--- config.mk ---
export PLATFORM = sky130hd
export DESIGN_NAME = fixed_lat_bus_init
export DESIGN_NICKNAME = d
export VERILOG_FILES = /design/src/rtl/fbi_pkg.sv /design/src/rtl/fbi_lat_timer.sv /design/src/rtl/fbi_rd_capture.sv /design/src/rtl/fixed_lat_bus_init.sv
export SDC_FILE = /design/constraint.sdc
export NUM_CORES = 1
export LEC_CHECK = 0
export BUFFER_PORTS_ARGS = -buffer_cell sky130_fd_sc_hd__clkbuf_2
export CORE_UTILIZATION = 47
export CTS_CLUSTER_DIAMETER = 30
export CTS_CLUSTER_SIZE = 30
export DETAILED_ROUTE_END_ITERATION = 10
export HOLD_SLACK_MARGIN = 0.08
export PLACE_DENSITY = 0.83
export RECOVER_POWER = 100
export SYNTH_ARGS = -nofsm -noshare
export SYNTH_HDL_FRONTEND = slang
export SYNTH_SLANG_ARGS = --single-unit
--- constraint.sdc ---
create_clock -name clk -period 2.7 [get_ports clk]
set_input_delay 0.135 -clock clk [delete_from_list [all_inputs] [get_ports clk]]
set_output_delay 0.135 -clock clk [all_outputs]
set_load 0.01 [all_outputs]
--- src/rtl/fbi_pkg.sv ---
package fbi_pkg;
  typedef enum logic {
    ST_IDLE = 1'b0,
    ST_BUSY = 1'b1
  } fbi_state_t;
endpackage

--- src/rtl/fbi_lat_timer.sv ---
module fbi_lat_timer #(
  parameter int LAT = 3
) (
  input  logic clk,
  input  logic rst,
  input  logic start,
  input  logic busy,
  output logic last
);
  localparam int CW = (LAT < 1) ? 1 : $clog2(LAT + 1);

  logic [CW-1:0] cnt_q;

  // cnt_q holds the index (1..LAT) of the current strobe-high cycle
  always_ff @(posedge clk) begin
    if (rst) begin
      cnt_q <= '0;
    end else if (start) begin
      cnt_q <= CW'(1);
    end else if (busy && !last) begin
      cnt_q <= cnt_q + CW'(1);
    end
  end

  assign last = busy && (cnt_q == CW'(LAT));
endmodule

--- src/rtl/fbi_rd_capture.sv ---
module fbi_rd_capture #(
  parameter int DATA_W = 8
) (
  input  logic              clk,
  input  logic              rst,
  input  logic              take,
  input  logic [DATA_W-1:0] din,
  output logic [DATA_W-1:0] rdata,
  output logic              rdata_valid
);
  always_ff @(posedge clk) begin
    if (rst) begin
      rdata       <= '0;
      rdata_valid <= 1'b0;
    end else begin
      rdata_valid <= take;
      if (take) begin
        rdata <= din;
      end
    end
  end
endmodule

--- src/rtl/fixed_lat_bus_init.sv ---
module fixed_lat_bus_init
  import fbi_pkg::*;
#(
  parameter int ADDR_W = 20,
  parameter int DATA_W = 8,
  parameter int LAT    = 3
) (
  input  logic              clk,
  input  logic              rst,
  input  logic              req_valid,
  input  logic              req_write,
  input  logic [ADDR_W-1:0] req_addr,
  input  logic [DATA_W-1:0] req_wdata,
  output logic              req_ready,
  output logic [DATA_W-1:0] rdata,
  output logic              rdata_valid,
  output logic              bus_strobe,
  output logic              bus_read_sel,
  output logic [ADDR_W-1:0] bus_addr,
  output logic [DATA_W-1:0] bus_dout,
  output logic              bus_doe,
  input  logic [DATA_W-1:0] bus_din
);
  fbi_state_t state_q;
  logic       start;
  logic       busy;
  logic       last;
  logic       finish;

  assign busy   = (state_q == ST_BUSY);
  assign start  = req_valid && req_ready;
  assign finish = busy && last;

  fbi_lat_timer #(.LAT(LAT)) u_timer (
    .clk  (clk),
    .rst  (rst),
    .start(start),
    .busy (busy),
    .last (last)
  );

  fbi_rd_capture #(.DATA_W(DATA_W)) u_capture (
    .clk        (clk),
    .rst        (rst),
    .take       (finish && bus_read_sel),
    .din        (bus_din),
    .rdata      (rdata),
    .rdata_valid(rdata_valid)
  );

  always_ff @(posedge clk) begin
    if (rst) begin
      state_q      <= ST_IDLE;
      req_ready    <= 1'b1;
      bus_strobe   <= 1'b0;
      bus_read_sel <= 1'b0;
      bus_doe      <= 1'b0;
      bus_addr     <= '0;
      bus_dout     <= '0;
    end else if (start) begin
      state_q      <= ST_BUSY;
      req_ready    <= 1'b0;
      bus_strobe   <= 1'b1;
      bus_read_sel <= !req_write;
      bus_doe      <= req_write;
      bus_addr     <= req_addr;
      if (req_write) begin
        bus_dout <= req_wdata;
      end
    end else if (finish) begin
      // strobe drops for at least one cycle before the next access
      state_q      <= ST_IDLE;
      req_ready    <= 1'b1;
      bus_strobe   <= 1'b0;
      bus_read_sel <= 1'b0;
      bus_doe      <= 1'b0;
    end
  end
endmodule

==> Yosys cells after proc, flatten, opt, wreduce, memory -nomap -nowiden <==
Index checks and enable logic that the tools add are counted.
{ "classes": {"reduce_logical": 11, "eq_ne": 1, "n_mux": 8, "add_sub_neg": 1} }
{ "op_table": {"columns": ["cell", "count"], "rows": [
  ["2-to-1 mux 1 bit", 8],
  ["logical AND 1 bit", 5],
  ["nonzero test 2 bit", 2],
  ["adder 2 x 1 -> 2 bit, second input constant", 1],
  ["== test 2 bit, second input constant", 1],
  ["logical NOT 1 bit", 2],
  ["AND reduction 2 bit", 1],
  ["OR reduction 2 bit", 1]
]} }
{ "word_totals": {"out_inout_bits": 41, "regBits": 43, "wordCells": 31} }

==> Longest topological paths before layout <==
{ "depth": {"depth_word": 6, "ltp_mapped": 5} }

==> Modules after synthesis <==
Synthesis repeated with hierarchy kept, for this count alone.
{ "hier_totals": {"hier_cells": 184, "area_unflattened_um2": 1871.8} }
{ "by_module_without_submodules": {"columns": ["module", "instances", "cells_per_inst", "area_each_um2", "seq_area_each_um2"], "rows": [
  ["fixed_lat_bus_init", 1, 146, 1452.6, 640.6],
  ["fbi_rd_capture", 1, 28, 312.8, 180.2],
  ["fbi_lat_timer", 1, 10, 106.4, 40.0]
]} }

==> Least setup slack after synthesis <==
OpenSTA, ideal clock, no wires.
{ "synth_timing": {"kind": "reg-to-reg", "start": "reg u_timer.cnt_q[0]", "end": "reg u_timer.cnt_q[1]", "stages_incl_launch_ff": 5, "n_path_buf": 0, "synth_period_minus_slack_ns": 1.126, "required_time_ns": 2.582, "setup_slack_ns": 1.574, "arrival_time_ns": 1.008, "path_cell_list": "dfxtp_1 ha_1 and2b_1 mux2i_1 nor3_1"} }
{ "synth_via": {"elab_chain_len": 4} }
{ "synth_rtl": {"columns": ["item", "line_no", "rtl"], "rows": [
  ["from (decl)", "fbi_lat_timer.sv:12", "logic [CW-1:0] cnt_q;"],
  ["from (signal assigned)", "fbi_lat_timer.sv:21", "cnt_q <= cnt_q + CW'(1);"],
  ["== test 2 bit", "fbi_lat_timer.sv:25", "assign last = busy && (cnt_q == CW'(LAT));"],
  ["logical AND 1 bit", "fbi_lat_timer.sv:25", null],
  ["logical NOT 1 bit", "fbi_lat_timer.sv:20", "end else if (busy && !last) begin"],
  ["logical AND 1 bit", "fbi_lat_timer.sv:20", null]
]} }
Several ways; a longest one is shown, not always the timed one.
A chain may end at the register's enable or synchronous reset.

==> Worst setup path after layout <==
{ "layout_timing": {"start": "reg req_ready", "end": "reg bus_addr[10]"} }
{ "layout_via": {"elab_chain_len": 1} }
{ "layout_rtl": {"columns": ["item", "line_no", "rtl"], "rows": [
  ["from (decl)", "fixed_lat_bus_init.sv:14", "output logic req_ready,"],
  ["from (signal assigned)", "fixed_lat_bus_init.sv:54", "req_ready <= 1'b1;"],
  ["from (signal assigned)", "fixed_lat_bus_init.sv:62", "req_ready <= 1'b0;"],
  ["from (signal assigned)", "fixed_lat_bus_init.sv:73", "req_ready <= 1'b1;"],
  ["logical AND 1 bit", "fixed_lat_bus_init.sv:31", "assign start = req_valid && req_ready;"],
  ["to (signal assigned)", "fixed_lat_bus_init.sv:66", "bus_addr <= req_addr;"],
  ["to (decl)", "fixed_lat_bus_init.sv:19", "output logic [ADDR_W-1:0] bus_addr,"]
]} }
No other way between the ends.

==> impl_metrics.ini <==
[placed_design]
gp_congestion = 0.7308
hpwl_mm = 2.259
portBuffers = 80

[timing]
fin_crit_sh = 0.6297
finalSetupViolCount = 0
slew_viol_final = 0
grt_setup_unrepaired = no
max_clock_freq_mhz = 588.2
max-slew-margin-rel = 0.2308
fin_crit_ns = 1.700
hold_violations = 0
final.setup.tns_ns = 0
skew_ns = 0.005842
tightest_slew_ns = 1.153

[floorplanning]
rows = 20
fp.dieArea_sq_um = 3469
start_util = 0.4984
die_h_um = 58.90
ios = 81
core_area_sq_um = 3053
die_w_um = 58.90

[clock_tree]
cts_num_sinks = 43
clk_pin_slew_ns = 0.11
cts_setup_buffers = 0
htree_levels = 2
clock_latency_ns = 0.34
root_buffer = clkbuf_4
cts_tree = done
cts_buffers = 5
cts_buffer_depth = 2
cts_resized = 0

[pwr]
power_frac_comb = 0.147
clkPwrFrac = 0.305
cellLeakagePower_nw = 0.9332
seqPwrFrac = 0.548
switching_share = 0.2410
p_per_area_nw_per_um2 = 542.3
p_total_mw = 1.246
p_switching_mw = 0.3002
internal_power_mw = 0.9456
peakVddDrop_v = 0.0003777

[logic_synthesis]
syn-num-nets = 226
yosysWarnings = 0
ys_top_cells_by_count = nand2_1, dfxtp_1, a21oi_1, buf_2, clkbuf_1
yosysMostFrequentCell = nand2_1
synth_edf_count = 0
synthTopCellsByArea = dfxtp_1, nand2_1, a21oi_1, buf_2, buf_6
async_reset_ff_frac = 0
synth.avg_cell_area_sq_um = 8.224
yosys.area.top_type = dfxtp_1
syn_area_sq_um = 1521
yosys_most_used_dff = dfxtp_1
yosys.area.top_type_share = 0.5658
synth_cell_types = 19
synth_seq_area_share = 0.5658
syn-instance-count = 185
ys_ff_latch = 43

[setup_path]
cp_max_fo = 23
critPathKind = reg2reg
r2r_start = req_ready$_SDFFE_PP1P_
worstReg2RegEnd = bus_addr[10]$_SDFFE_PP0P_
worst_ep_required_time_ns = 2.96
reg2regPathDepth = 3
critPathCaptureType = flop
r2r_slack_ns = 1.0
critical_path_arrival_ns = 1.96
critPathLaunchType = flop

[min_path]
hold-path-cell-count = 3
min-delay-start = req_valid
hp-class = in2reg
min_to = bus_doe$_SDFFE_PP0P_

[global_routing]
antenna_found_initial = 0
grt_pass1_vias = 1496
track_usage = 0.2528
grt-ovfl-total = 0
grt_pass1_wl_mm = 6.430
grt_max_degree = 45

[cells_and_area]
drive_gt1_frac = 0.1549
nets = 338
syn_to_final_growth_pct = 50.99
antennaDiodeCount = 0

[route]
vias = 1650
dr.first_iter.drc_count = 82
drt_wl_total_mm = 4.124
drcViolationCount = 0
firstDrtPassIters = 4
ant_nets = 0
routedWlPerCell_um = 12.09
viasPerCell = 4.839

[job]
drv_cap = 0

[status]
outcome = finished clean
## how the worst max path moves through the flow
stage | startpoint | endpoint | slack [ns] | cells after the start
floorplan | u_timer.cnt_q[0]$_SDFFE_PP0P_ | u_timer.cnt_q[1]$_SDFFE_PP0P_ | 1.57 | 4
global placement | req_ready$_SDFFE_PP1P_ | bus_read_sel$_SDFFE_PP0P_ | 1.35 | 3
detailed placement | req_ready$_SDFFE_PP1P_ | bus_addr[10]$_SDFFE_PP0P_ | 1.27 | 3
CTS | req_ready$_SDFFE_PP1P_ | bus_addr[10]$_SDFFE_PP0P_ | 1.24 | 3
global route | req_ready$_SDFFE_PP1P_ | bus_addr[8]$_SDFFE_PP0P_ | 0.83 | 3
finish | req_ready$_SDFFE_PP1P_ | bus_addr[10]$_SDFFE_PP0P_ | 1.0 | 3
## power groups by stage
stage	clock, mW	sequential [mW]	combinational [mW]
2_1_floorplan	0	0.709	0.0718
3_3_place_gp	0	0.696	0.142
4_1_cts	0.391	0.683	0.186
3_5_place_dp	0	0.697	0.144
5_1_grt	0.420	0.688	0.202
6_report	0.380	0.683	0.183
## state kept, by name, indices dropped and copies added, names as in the netlist
signal                 count
u_capture.rdata_valid      1
bus_doe                    1
busy                       1
u_timer.cnt_q              2
u_capture.rdata            8
bus_addr                  20
bus_dout                   8
bus_read_sel               1
req_ready                  1
## repair_timing
item	4_1_cts	5_1_grt
hold buffers	37	0
setup endpoints to repair	0	0
hold endpoints to repair	37	0
## per-stage QoR
| stage | area (sq um) | cells | setup slack [ns] | hold WS (ns) | util |
|---|---|---|---|---|---|
| 2_1_floorplan | 1521 | 185 | 1.574 | 0.2350 | - |
| 4_1_cts | 2349 | 341 | 1.242 | 0.3225 | 0.7693 |
| 6_report | 2297 | 341 | 0.9999 | 0.3263 | 0.7525 |
| 3_5_place_dp | 1907 | 297 | 1.267 | 0.3639 | 0.6246 |
| 3_3_place_gp | 1907 | 297 | 1.352 | 0.3589 | 0.6246 |
| 5_1_grt | 2297 | 341 | 0.8258 | 0.3633 | 0.7525 |
## area by class of cell
type	instances	area, sq um
Clock buffer	6	41.29
Clock inverter	1	30.03
Fill cell	269	755.7
Multi-Input combinational cell	130	590.6
Sequential cell	43	860.8
Tap cell	44	55.05
Timing Repair Buffer	117	719.4
## cell families (layout without fill, tap and decap cells)
logic type / count (synthesis) / count (layout) / share of synthesized area
AO/OA/AOI/OAI: 41 / 41 / 0.1414
XOR/XNOR: 1 / 1 / 0.005758
adder cells (fa/ha/maj): 1 / 1 / 0.008222
buffers and inverters: 12 / 124 / 0.04605
flip-flops: 43 / 43 / 0.5658
multiplexers: 1 / 1 / 0.006579
AND/OR/NAND/NOR: 86 / 86 / 0.2262
## worst max-delay path, stage by stage, from the launching register on
cell,delay (ns)
dfxtp_1,0.41
and2_0,0.91
nand2_1,0.12
a21oi_1,0.18
## cell usage in the layout (no fill, tap or decap), types with 2 or more instances in the layout
| cell | instances |
|---|---|
| a21oi_1 | 39 |
| clkbuf_4 | 5 |
| clkbuf_1 | 42 |
| nor2_1 | 3 |
| and3_1 | 2 |
| dfxtp_1 | 43 |
| dlygate4sd3_1 | 37 |
| clkbuf_2 | 39 |
| nand3_1 | 3 |
| nand2_1 | 74 |
## routing by layer
metal / routed length, um / GRT usage / up-vias
met5: 0 / 0 / -
met3: 216 / 0.07473 / 11
met1: 1663 / 0.2667 / 750
met4: 108 / 0.1088 / 0
met2: 2137 / 0.4627 / 63
li1: - / - / 826
No activity file was read; power rests on OpenSTA's default activity.
